==> config.mk <==
export PLATFORM = sky130hd
export DESIGN_NAME = ide_byte_bridge
export DESIGN_NICKNAME = d
export VERILOG_FILES = /design/src/rtl/ide_bridge_pkg.sv /design/src/rtl/ide_win_decode.sv /design/src/rtl/ide_hold_reg.sv /design/src/rtl/ide_byte_bridge.sv
export SDC_FILE = /design/constraint.sdc
export NUM_CORES = 1
export LEC_CHECK = 0
export BUFFER_PORTS_ARGS = -buffer_cell sky130_fd_sc_hd__buf_2
export CORE_MARGIN = 8
export CORE_UTILIZATION = 42
export CTS_CLUSTER_DIAMETER = 150
export CTS_CLUSTER_SIZE = 24
export DETAILED_ROUTE_END_ITERATION = 8
export PLACE_DENSITY_LB_ADDON = 0.1
export SETUP_SLACK_MARGIN = 0.02
export SLEW_MARGIN = 15
export SYNTH_ARGS = -nofsm -noshare
export SYNTH_HDL_FRONTEND = slang
export SYNTH_SLANG_ARGS = --single-unit
==> constraint.sdc <==
create_clock -name clk_i -period 4.6 [get_ports clk_i]
set_input_delay 0.92 -clock clk_i [delete_from_list [all_inputs] [get_ports clk_i]]
set_output_delay 0.92 -clock clk_i [all_outputs]
set_load 0.02 [all_outputs]
==> src/rtl/ide_bridge_pkg.sv <==
package ide_bridge_pkg;
  typedef enum logic [1:0] {
    RG_NONE = 2'd0,
    RG_PRI  = 2'd1,
    RG_SEC  = 2'd2,
    RG_HI   = 2'd3
  } region_e;
endpackage

==> src/rtl/ide_win_decode.sv <==
module ide_win_decode
  import ide_bridge_pkg::*;
#(
  parameter int REG_W  = 3,
  parameter int ADDR_W = REG_W + 2
) (
  input  logic              rst_ni,
  input  logic              cs_ni,
  input  logic              phi2_i,
  input  logic [ADDR_W-1:0] addr_i,
  output logic              act_o,
  output region_e           region_o
);
  localparam int HI_BIT  = REG_W;
  localparam int GRP_BIT = REG_W + 1;

  assign act_o = rst_ni && !cs_ni && phi2_i;

  always_comb begin
    if (!act_o)                region_o = RG_NONE;
    else if (addr_i[HI_BIT])   region_o = RG_HI;
    else if (addr_i[GRP_BIT])  region_o = RG_SEC;
    else                       region_o = RG_PRI;
  end
endmodule

==> src/rtl/ide_hold_reg.sv <==
module ide_hold_reg #(
  parameter int W = 8
) (
  input  logic         clk_i,
  input  logic         rst_ni,
  input  logic         ld_i,
  input  logic [W-1:0] d_i,
  output logic [W-1:0] q_o
);
  always_ff @(posedge clk_i or negedge rst_ni) begin
    if (!rst_ni)   q_o <= '0;
    else if (ld_i) q_o <= d_i;
  end

  // holder keeps its value unless loaded
  assert_hold_stable_R10: assert property (@(posedge clk_i) disable iff (!rst_ni)
    !ld_i |=> $stable(q_o));
endmodule

==> src/rtl/ide_byte_bridge.sv <==
module ide_byte_bridge
  import ide_bridge_pkg::*;
#(
  parameter int DATA_W = 8,
  parameter int REG_W  = 3,
  parameter int ADDR_W = REG_W + 2,
  parameter int WORD_W = 2 * DATA_W
) (
  input  logic              clk_i,
  input  logic              rst_ni,
  input  logic              cs_ni,
  input  logic              rw_i,
  input  logic              phi2_i,
  input  logic [ADDR_W-1:0] addr_i,
  input  logic [DATA_W-1:0] cpu_dat_i,
  output logic [DATA_W-1:0] cpu_dat_o,
  output logic              cpu_dat_oe_o,
  output logic [1:0]        ide_cs_no,
  output logic [REG_W-1:0]  ide_reg_o,
  output logic              ide_rd_no,
  output logic              ide_wr_no,
  input  logic [WORD_W-1:0] ide_dat_i,
  output logic [WORD_W-1:0] ide_dat_o,
  output logic              ide_dat_oe_o
);
  logic              act;
  region_e           region;
  logic              task_acc;
  logic              rd_ld, wr_ld;
  logic [DATA_W-1:0] rd_hi_q, wr_hi_q;

  ide_win_decode #(.REG_W(REG_W), .ADDR_W(ADDR_W)) u_dec (
    .rst_ni   (rst_ni),
    .cs_ni    (cs_ni),
    .phi2_i   (phi2_i),
    .addr_i   (addr_i),
    .act_o    (act),
    .region_o (region)
  );

  assign task_acc = (region == RG_PRI) || (region == RG_SEC);

  // upper drive byte captured only on register 0 reads
  assign rd_ld = task_acc && rw_i && (addr_i[REG_W-1:0] == '0);
  assign wr_ld = (region == RG_HI) && !rw_i;

  ide_hold_reg #(.W(DATA_W)) u_rd_hold (
    .clk_i (clk_i),
    .rst_ni(rst_ni),
    .ld_i  (rd_ld),
    .d_i   (ide_dat_i[WORD_W-1:DATA_W]),
    .q_o   (rd_hi_q)
  );

  ide_hold_reg #(.W(DATA_W)) u_wr_hold (
    .clk_i (clk_i),
    .rst_ni(rst_ni),
    .ld_i  (wr_ld),
    .d_i   (cpu_dat_i),
    .q_o   (wr_hi_q)
  );

  assign ide_cs_no[0] = !(region == RG_PRI);
  assign ide_cs_no[1] = !(region == RG_SEC);
  assign ide_reg_o    = addr_i[REG_W-1:0];
  assign ide_rd_no    = !(task_acc && rw_i);
  assign ide_wr_no    = !(task_acc && !rw_i);

  assign ide_dat_oe_o = task_acc && !rw_i;
  assign ide_dat_o    = {wr_hi_q, cpu_dat_i};

  assign cpu_dat_oe_o = act && rw_i;
  assign cpu_dat_o    = (region == RG_HI) ? rd_hi_q : ide_dat_i[DATA_W-1:0];

  assert_cs_onehot0_R1: assert property (@(posedge clk_i) disable iff (!rst_ni)
    $countones(~ide_cs_no) <= 1);

  assert_strobe_gate_R2: assert property (@(posedge clk_i) disable iff (!rst_ni)
    (!ide_rd_no || !ide_wr_no || ide_cs_no != 2'b11) |-> (!cs_ni && phi2_i));

  assert_rd_wr_excl_R3: assert property (@(posedge clk_i) disable iff (!rst_ni)
    !(!ide_rd_no && !ide_wr_no));

  assert_rd_capture_R5: assert property (@(posedge clk_i) disable iff (!rst_ni)
    (!ide_rd_no && ide_reg_o == '0) |=> rd_hi_q == $past(ide_dat_i[WORD_W-1:DATA_W]));

  assert_drive_oe_R8: assert property (@(posedge clk_i) disable iff (!rst_ni)
    ide_dat_oe_o |-> (!ide_wr_no && !cpu_dat_oe_o));
endmodule

# Yosys cells after proc, flatten, opt, wreduce, memory -nomap -nowiden
# Index checks and enable logic that the tools add are counted.
[word_totals]
output_inout_bits = 33
romBits = 0
reg_bits = 16
in_bits = 34
latchBits = 0
n_memories = 0
elab_cells = 24
mem_bits_rw = 0
[classes]
multipliers = 0
n_eq_ne = 3
shifts = 0
add_sub_neg = 0
n_bitwise = 0
muxes = 4
order_cmp = 0
div_mod_pow = 0
reduce_logical = 15
[op_table]
columns = ["op", "count"]
rows = [
  ["$mux W8", 1],
  ["$logic_and A1 B1 Y1", 7],
  ["$logic_not A1 Y1", 6],
  ["$mux W2", 3],
  ["$eq A2 B2 Y1 const B", 2],
  ["$logic_not A3 Y1", 1],
  ["$eq A2 B1 Y1 const B", 1],
  ["$logic_or A1 B1 Y1", 1],
]

# Depth between registers and ports, before layout
# Gate-level depths: netlist of run 1.
[logic_depth]
word_depth = 8
mapped_depth = 7
ltp_nobuf = 6

# Cells and area by module
# A second synthesis of run 1 with hierarchy kept.
[unflattened]
hier_cells = 73
hier_area_um2 = 1017.2
[by_module_without_submodules]
columns = ["mod", "instances", "area_per_inst_um2", "seq_area_each_um2", "cells_each"]
rows = [
  ["ide_hold_reg", 2, 331.6, 200.2, 17],
  ["ide_byte_bridge", 1, 307.8, 0.0, 33],
  ["ide_win_decode", 1, 46.3, 0.0, 6],
]

# Worst setup path after synthesis of run 1
# Ideal clock, no wire load.
[synth_path]
path_kind = "input to output"
startpoint = "in cs_ni"
endpoint = "out cpu_dat_o[0]"
path_stages = 5
n_path_buf = 1
arrival_time_ps = 2014
slack_ps = 1666
required_ps = 3680
cell_sequence = "and3b_1 o21a_1 ha_1 buf_2 mux2_2"
[synth_between]
elab_chain_len = 6
[synth_rtl]
columns = ["element", "line", "rtl"]
rows = [
  ["start: declaration", "ide_byte_bridge.sv:11", "input logic cs_ni,"],
  ["$logic_not A1 Y1", "ide_win_decode.sv:17", "assign act_o = rst_ni && !cs_ni && phi2_i;"],
  ["$logic_and A1 B1 Y1 (2 in series)", "ide_win_decode.sv:17", ""],
  ["$mux W2", "ide_win_decode.sv:20", "if (!act_o) region_o = RG_NONE;"],
  ["$eq A2 B2 Y1", "ide_byte_bridge.sv:73", "assign cpu_dat_o = (region == RG_HI) ? rd_hi_q : ide_dat_i[DATA_W-1:0];"],
  ["$mux W8", "ide_byte_bridge.sv:73", ""],
  ["end: declaration", "ide_byte_bridge.sv:16", "output logic [DATA_W-1:0] cpu_dat_o,"],
]
# Every way passes these cells.

# Final worst setup path of run 1
[layout_path]
startpoint = "in rst_ni"
endpoint = "out cpu_dat_o[1]"
[layout_between]
elab_chain_len = 5
[layout_rtl]
columns = ["element", "line", "rtl"]
rows = [
  ["start: declaration", "ide_byte_bridge.sv:10", "input logic rst_ni,"],
  ["$logic_and A1 B1 Y1 (2 in series)", "ide_win_decode.sv:17", ""],
  ["$mux W2", "ide_win_decode.sv:20", ""],
  ["$eq A2 B2 Y1", "ide_byte_bridge.sv:73", ""],
  ["$mux W8", "ide_byte_bridge.sv:73", ""],
]
# Every way passes these cells.

==> results of run 1 <==
## where the power goes
| group | total, uW | switching (uW) | internal [uW] |
|---|---|---|---|
| sequential | 170 | 9.01 | 160 |
| clock | 67.1 | 36.9 | 30.3 |
| combinational | 86.5 | 45.2 | 41.3 |
| total | 323 | 91.1 | 232 |
## synth_stat cells
cell / n / area (um^2)
mux2_2: 24 / 270.3
dfrtp_1: 16 / 400.4
buf_4: 11 / 82.58
inv_1: 6 / 22.52
ha_1: 3 / 37.54
buf_2: 2 / 10.01
o21a_1: 2 / 15.01
and2_1: 1 / 6.260
and2b_1: 1 / 7.510
and3b_1: 1 / 8.760
nand2_2: 1 / 6.260
nand2b_1: 1 / 6.260
nor4_4: 1 / 21.27
## logic make-up after synthesis
kind of cell | Yosys count | synth area share [%]
AO/OA/AOI/OAI | 2 | 1.678
AND/OR/NAND/NOR | 6 | 6.295
adder cells (fa/ha/maj) | 3 | 4.196
flip-flops | 16 | 44.75
buffers and inverters | 19 | 12.87
multiplexers | 24 | 30.21
## state kept, by name, indices dropped and copies added (netlist names)
name and cells:
u_wr_hold.q_o 8, u_rd_hold.q_o 8
## critical path, cell delays in order
cell and delay, ps:
buf_2 310, and3b_1 250, o21a_1 170, ha_1 390
mux2_2 380, buf_2 160
## through the flow
stage                     cell area (um^2)  cells  utilization, %
final                                 1189    153           59.97
after global routing                  1189    153           59.97
after CTS                             1189    153           59.97
after detailed placement              1166    150           58.84
after global placement                1166    150           58.84
after floorplan                      894.6     70               -
## per-layer routing
layer,vias to the layer above,wire [um],GRT usage (%)
li1,335,-,-
met1,318,865,12.32
met2,34,971,16.30
met3,2,167,4.301
met4,0,17,5.248
met5,-,0,0
## final timing paths
check                                      start                to  cells past startpoint
worst max-delay path                      rst_ni      cpu_dat_o[1]                      6
worst min-delay path            u_rd_hold.q_o[1]  u_rd_hold.q_o[1]                      1
worst max register to register  u_rd_hold.q_o[5]  u_rd_hold.q_o[5]                      1
max in group asynchronous                 rst_ni  u_wr_hold.q_o[2]                      1
worst min register to register  u_rd_hold.q_o[1]  u_rd_hold.q_o[1]                      1
min in group asynchronous                 rst_ni  u_wr_hold.q_o[4]                      1
## area by class of cell
class / count / area share [%]
clock buffers: 3 / 1.895
flip-flops and latches: 16 / 33.68
multi-input cells: 35 / 31.89
well taps: 27 / 2.842
inverters: 6 / 1.895
repair buffers: 66 / 27.79
==> metrics, run 1 <==
clock buffer depth=2; Critical Path Start Type=input port; Hold Buf Count CTS=0; DP Worst Slack=1034 ps; endpoint class of the critical path=output pin; Die X=62.15 um; fin crit period=3510 ps; Die Ht=62.15 um; Distinct cells, synth=13; Routed wire per std cell=13.22 um; WP data required=3680 ps; NumNets Final=165; cell area after synthesis=894.6 um^2; hold crit path type=reg2reg; routed wire length=2.022 mm; post-cts sizing count=0; clock buffer count from CTS=3; Clk pin slew, worst setup/hold paths=80 ps; TritonCTS clock tree=built; GRT overflow=0; highest-count cells in the layout ignoring fill and taps=66 x buf_2, 24 x mux2_2, 16 x dfrtp_1; Worst VDD drop=205.6 uV; Achievable Freq=284.9 MHz; First-pass DRT Iterations=2; most common cell after layout, fill and taps aside=buf_2; H-tree Lvls=1; row cnt=16; Fin. Hold Viols=0; MaxCap Viol Count=0; Power Total=323.1 uW; Pwr per Cell Area=271.8 mW/mm^2; die area=0.003863 mm^2; fin crit share=76.30%; number of I/O port buffers=66; Crit Path Category=in2out; yosys warns=0; vias per std cell=4.503; Core Area=0.001982 mm^2; Slew HR=60.11%; Final Slew Violations=0; Post-DP HPWL=1.762 mm; GPL Wtd Cong=0.7670; final setup margin=1090 ps; Lkg Pwr=0.0006709 uW; reg2reg setup slack=3830 ps; status=completed; sequential share of the synthesized area=44.76%; largest net degree at the start of global routing=18; DRC=0; Post-Syn Instances=70; slew at the pin closest to its max-slew limit=593.9 ps; n_diodes=0; total track usage=10.57%; RSZ-0062 raised after global routing=false; Fillers=190; Initial Util=45.14%; initial antenna violation count=0; hold_ws=505.2 ps; via count=689; Skew-Pair Late Insertion Delay=270 ps; clock sinks=16; num ports=67; Avg Cell Area, Syn=12.78 um^2; multi-input logic area=379.1 um^2; 1st-iter DRT viols=4; Yosys reg bits=16; Mapped Nets=107; setup tns final=0 ps; Worst EP arrival=2590 ps; CP Max Fanout=17; P&R area growth vs syn=32.87%; first-pass GRT wire length=3.408 mm; share of cells above drive strength 1=75.40%; DRT antenna net count=0; sequential cell area=400.4 um^2; number of global-route vias before repair=778; Clock Skews=0 ps; postcts setup bufs=0; CTS root buf=clkbuf_4; Final setup viols=0
Note: power is estimated with default switching activity, not from simulation.
==> run 2, diff against run 1 <==
CORE_UTILIZATION = 35   (was 42)
clock period = 2.95 ns   (was 4.6 ns; I/O delays follow)
==> metrics, run 2 (same netlist as run 1, synthesis figures left out) <==
status=completed; P&R area growth vs syn=35.66%; CP Max Fanout=9 (-8); largest registers=u_rd_hold.q_o (8), u_wr_hold.q_o (8); Lkg Pwr=0.0006829 uW (+1.8%); reg2reg setup slack=2200 ps (-1630 ps); cell mode on critical path=buf_2; final setup margin=328.4 ps (-762.0 ps); Die Ht=66.56 um (+7.1%); Pwr per Cell Area=447.7 mW/mm^2 (+65%); Achievable Freq=381.4 MHz; clock buffer depth=2 (unchanged); Fin. Hold Viols=0 (unchanged); switching share of power=28.10% (-0.086 points); Core Area=0.002455 mm^2 (+24%); Max stage delay on crit path=410 ps (+20 ps); Clock Skews=0 ps (unchanged); Initial Util=36.44% (-8.7 points); crit-path leading delay family=adder cells; GRT overflow=0 (unchanged); endpoint class of the critical path=output pin; RSZ-0062 raised after global routing=false; GPL Wtd Cong=0.6515 (-15%); Skew-Pair Late Insertion Delay=280 ps (about the same); Psw=152.7 uW (+68%); Clock power frac=26.2% (+5.4 points); Final Slew Violations=0 (unchanged); Worst VDD drop=242.7 uV (+18%); via count=703 (+2.0%); Hold Buf Count CTS=0 (unchanged); Placed Cells=154 (+2.7%); WP data required=2360 ps (-1320 ps); share of cells above drive strength 1=75.78% (+0.38 points); post-cts sizing count=0 (unchanged); number of global-route vias before repair=807 (+3.7%); TritonCTS clock tree=built; Crit-path slowest cell=ha_1; Non-Filler Instances=158 (+3.3%); fin crit share=88.87%; initial antenna violation count=0 (unchanged); Routed wire per std cell=13.76 um (+4.1%); die area=0.004430 mm^2 (+15%); Fillers=247 (+30%); Die X=66.56 um (+7.1%); 1st-iter DRT viols=1 (-3); highest-count cells in the layout ignoring fill and taps=66 x buf_2, 24 x mux2_2, 16 x dfrtp_1; hold crit path type=in2async; Worst EP arrival=2030 ps (-560 ps); vias per std cell=4.449 (-1.2%); Slew HR=61.21% (+1.1 points); CP Cell Sequence=buf_2 -> and3b_1 -> o21a_1 -> ha_1 -> mux2_2 -> buf_2; most common cell after layout, fill and taps aside=buf_2; routed wire length=2.174 mm (+7.5%); First-pass DRT Iterations=2 (unchanged); first-pass GRT wire length=3.567 mm (+4.7%); FF-to-FF path depth=1 (unchanged); Crit Path Category=in2out; Logic pwr share=25.3% (-1.5 points); H-tree Lvls=1 (unchanged); CTS root buf=clkbuf_4; MaxCap Viol Count=0 (unchanged); Internal Pwr Total=390.7 uW (+68%); largest net degree at the start of global routing=16 (-2); Clk pin slew, worst setup/hold paths=90 ps (about the same); Stages on worst setup path=6 (unchanged); slew at the pin closest to its max-slew limit=577.5 ps (-16.36 ps); number of I/O port buffers=66 (unchanged); Final setup viols=0 (unchanged); total track usage=10.07% (-0.51 points); Buf+Inv Stages, Crit Path=2 (unchanged); fin crit period=2622 ps; num ports=67 (unchanged); DP Worst Slack=286.0 ps (-747.8 ps); postcts setup bufs=0 (unchanged); setup tns final=0 ps (unchanged); DRT antenna net count=0 (unchanged); Seq pwr share=48.5% (-4.0 points); Post-DP HPWL=1.910 mm (+8.4%); DRC=0 (unchanged); clock sinks=16 (unchanged); Util after Layout=49.44% (-11 points); clock buffer count from CTS=3 (unchanged); row cnt=18 (+2); Critical Path Start Type=input port; n_diodes=0 (unchanged); NumNets Final=166 (+0.61%)
## run 2: changes by cell type in the layout (fill, tap and decap cells not counted)
cell and change:
buf_4 +1, clkbuf_8 +1
## run 2: layout make-up
cell class / instances / area [um^2] / share of cell area, %
inverters: 6 / 22.52 / 1.856
flip-flops and latches: 16 / 400.4 / 32.99
repair buffers: 67 / 337.8 / 27.84
well taps: 30 / 37.54 / 3.093
clock buffers: 4 / 36.28 / 2.990
multi-input cells: 35 / 379.1 / 31.24
## run 2: path summary, 6_finish.rpt
path                                  start          endpoint
max in group asynchronous            rst_ni  u_rd_hold.q_o[1]
max                                  rst_ni      cpu_dat_o[3]
min                                  rst_ni  u_wr_hold.q_o[2]
max reg2reg                u_rd_hold.q_o[6]  u_rd_hold.q_o[6]
min reg2reg                u_rd_hold.q_o[0]  u_rd_hold.q_o[0]
min in group clk_i         u_rd_hold.q_o[0]  u_rd_hold.q_o[0]
## run 2: through the flow
step                      hold WS [ps]  instance area (um^2)  total power, uW
after detailed placement         398.0                  1177            408.5
after global routing             56.37                  1214            579.6
final                            87.81                  1214            543.4
after global placement           395.2                  1177            404.7
after CTS                        80.12                  1214            554.4
after floorplan                  294.4                 894.6            354.3
## run 2: metal layers
| layer | part of all wire [%] | GRT usage [%] | wire length, um | vias to the layer above |
|---|---|---|---|---|
| met5 | 0 | 0 | 0 | - |
| met4 | 0 | 2.933 | 0 | 0 |
| met1 | 37 | 10.17 | 810 | 325 |
| met3 | 14 | 6.040 | 298 | 0 |
| met2 | 49 | 16.97 | 1065 | 36 |
| li1 | - | - | - | 342 |
## run 2: power groups by stage
stage	Clock (uW)	Combinational (uW)	Sequential, uW
detailed placement	0	140	268
global route	161	151	268
global placement	0	138	267
CTS	150	140	264
finish	142	138	263
floorplan	0	75.5	279
==> run 3, diff against run 2 <==
ABC_AREA = 1   (was not set)
CORE_UTILIZATION = 36   (was 35)
==> metrics, run 3 <==
status=completed; top cells by area, synth=dfrtp_1 42%, nand2_1 17%, buf_4 8.6%, nand3_1 8.4%, inv_1 5.9%; GRT overflow=0 (unchanged); Mapped Nets=161 (+50%); MaxCap Viol Count=0 (unchanged); Stages on worst setup path=10 (+4); largest registers=u_rd_hold.q_o (8), u_wr_hold.q_o (8); Hold Buf Count CTS=0 (unchanged); Post-Syn Instances=124 (+77%); Skew-Pair Late Insertion Delay=280 ps (about the same); Distinct cells, synth=16 (+3); placed instance area=0.001251 mm^2 (+6.3%); die area=0.004569 mm^2 (+3.1%); initial antenna violation count=0 (unchanged); Clk pin slew, worst setup/hold paths=100 ps (about the same); clock buffer count from CTS=3 (unchanged); hold_ws=253.0 ps (+165.2 ps); CTS root buf=clkbuf_4; Achievable Freq=410.4 MHz (+7.6%); n_diodes=0 (unchanged); share of cells above drive strength 1=42.62% (-33 points); Non-Filler Instances=213 (+35%); Placed Cells=209 (+36%); Post-synth EDFFs=0 (unchanged); largest net degree at the start of global routing=17 (+1); H-tree Lvls=1 (unchanged); Worst VDD drop=231.0 uV (-4.8%); Die Ht=67.60 um (+1.6%); row cnt=18 (unchanged); FF-to-FF path depth=2 (+1); postcts setup bufs=0 (unchanged); via count=941 (+34%); Critical Path Start Type=input port; dominant synthesized flop cell=dfrtp_1; final instance area=0.001287 mm^2 (+6.1%); Clock Skews=0 ps (unchanged); Routed wire per std cell=12.40 um (-9.9%); first-pass GRT wire length=4.188 mm (+17%); crit-path leading delay family=buffers and inverters; CP Cell Sequence=buf_2 -> nand2_1 -> nor2_1 -> o21ai_0 -> inv_1 -> ha_1 -> buf_12 -> nand2_1 -> o21ai_1 -> buf_2; sequential share of the synthesized area=41.78% (-3.0 points); slew at the pin closest to its max-slew limit=347.5 ps (-230.0 ps); setup tns final=0 ps (unchanged); endpoint class of the critical path=output pin; cell area after synthesis=958.4 um^2 (+7.1%); First-pass DRT Iterations=4 (+2); 1st-iter DRT viols=11 (+10); Core Area=0.002500 mm^2 (+1.8%); commonest cells in the netlist=44 x nand2_1, 16 x dfrtp_1, 16 x nand3_1; Final setup viols=0 (unchanged); Lkg Pwr=0.0008205 uW (+20%); number of global-route vias before repair=1002 (+24%); yosys warns=0 (unchanged); NumNets Final=221 (+33%); asr flop ratio synth=100.0% (unchanged); Post-DP HPWL=2.218 mm (+16%); DRT antenna net count=0 (unchanged); Buf+Inv Stages, Crit Path=4 (+2); TritonCTS clock tree=built; Crit-path slowest cell=ha_1; top-count cell post-synth=nand2_1; dominant cell type by area after synthesis=dfrtp_1; fin crit period=2437 ps (-184.9 ps); Final Slew Violations=0 (unchanged); num ports=67 (unchanged); Yosys reg bits=16 (unchanged); DRC=0 (unchanged); GPL Wtd Cong=0.6967 (+6.9%); Power Total=551.5 uW (+1.5%); WP data required=2360 ps (about the same); Slew HR=76.81% (+16 points); hold crit path type=in2async; P&R area growth vs syn=34.33%; highest-count cells in the layout ignoring fill and taps=66 x buf_2, 44 x nand2_1, 16 x nand3_1, 16 x dfrtp_1, 15 x inv_1; Max stage delay on crit path=300 ps (-110 ps); Worst EP arrival=1850 ps (-180 ps); total track usage=11.67% (+1.6 points); Avg Cell Area, Syn=7.729 um^2 (-40%); clock buffer depth=2 (unchanged); number of I/O port buffers=66 (unchanged); Fin. Hold Viols=0 (unchanged); most common cell after layout, fill and taps aside=buf_2; clock sinks=16 (unchanged); CP Max Fanout=12 (+3); routed wire length=2.642 mm (+22%); post-cts sizing count=0 (unchanged); Initial Util=38.34% (+1.9 points); RSZ-0062 raised after global routing=false; Pwr per Cell Area=428.3 mW/mm^2 (-4.3%); Yosys top cell area share=41.78% (-3.0 points); fin crit share=82.60% (-6.3 points); Die X=67.60 um (+1.6%); vias per std cell=4.418 (-0.71%); Crit Path Category=in2out
==> run 3: changes by cell type after synthesis, sizes merged, moves of 3 or more <==
cell   before  now
nand2       1   47
mux2       24    0
inv         6   15
nand3       0   16
o21ai       0    9
nor2        0    3
==> run 3: worst register-to-register path, cell delays in order, from the launching register on <==
cell and delay (ps):
dfrtp_1 390, nand2_1 60, nand2_1 60
==> run 3: cell families after synthesis <==
logic type	count (synthesis)	synth area share, %
compound gates	9	4.699
flops	16	41.78
simple gates	67	32.24
fa+ha+maj	3	3.917
buf+inv	29	17.36
==> run 3: final timing paths <==
path	startpoint	endpoint	slack [ps]
max	rst_ni	cpu_dat_o[4]	510
max reg2reg	u_wr_hold.q_o[1]	u_wr_hold.q_o[1]	2340
min	rst_ni	u_wr_hold.q_o[4]	250
max in group asynchronous	rst_ni	u_rd_hold.q_o[1]	2510
min in group clk_i	u_wr_hold.q_o[7]	u_wr_hold.q_o[7]	470
min reg2reg	u_wr_hold.q_o[7]	u_wr_hold.q_o[7]	470
==> run 3: power breakdown <==
group          internal, uW  switching (uW)  leakage [uW]
logic                  52.9            87.3      0.000585
registers               250            15.9      0.000214
clock network          75.0            70.7     0.0000210
==> run 3: stage by stage <==
| stage | util (%) | worst slack, ps |
|---|---|---|
| floorplan | - | 723.5 |
| global placement | 50.05 | 555.0 |
| detailed placement | 50.05 | 507.4 |
| CTS | 51.50 | 506.1 |
| global route | 51.50 | 288.3 |
| finish | 51.50 | 513.3 |
==> run 3: layout make-up <==
| type | count | area [um^2] |
|---|---|---|
| fillers | 272 | 1212 |
| well taps | 30 | 37.54 |
| inverters | 15 | 56.30 |
| flip-flops and latches | 16 | 400.4 |
| repair buffers | 69 | 365.4 |
| clock buffers | 4 | 36.28 |
| multi-input cells | 79 | 391.6 |
==> run 3: layer usage <==
metal,GRT usage (%),vias up,share of wire [%]
li1,-,487,-
met1,11.38,416,36
met2,21.78,36,53
met3,4.636,2,9.8
met4,3.916,0,0.57
met5,0,-,0
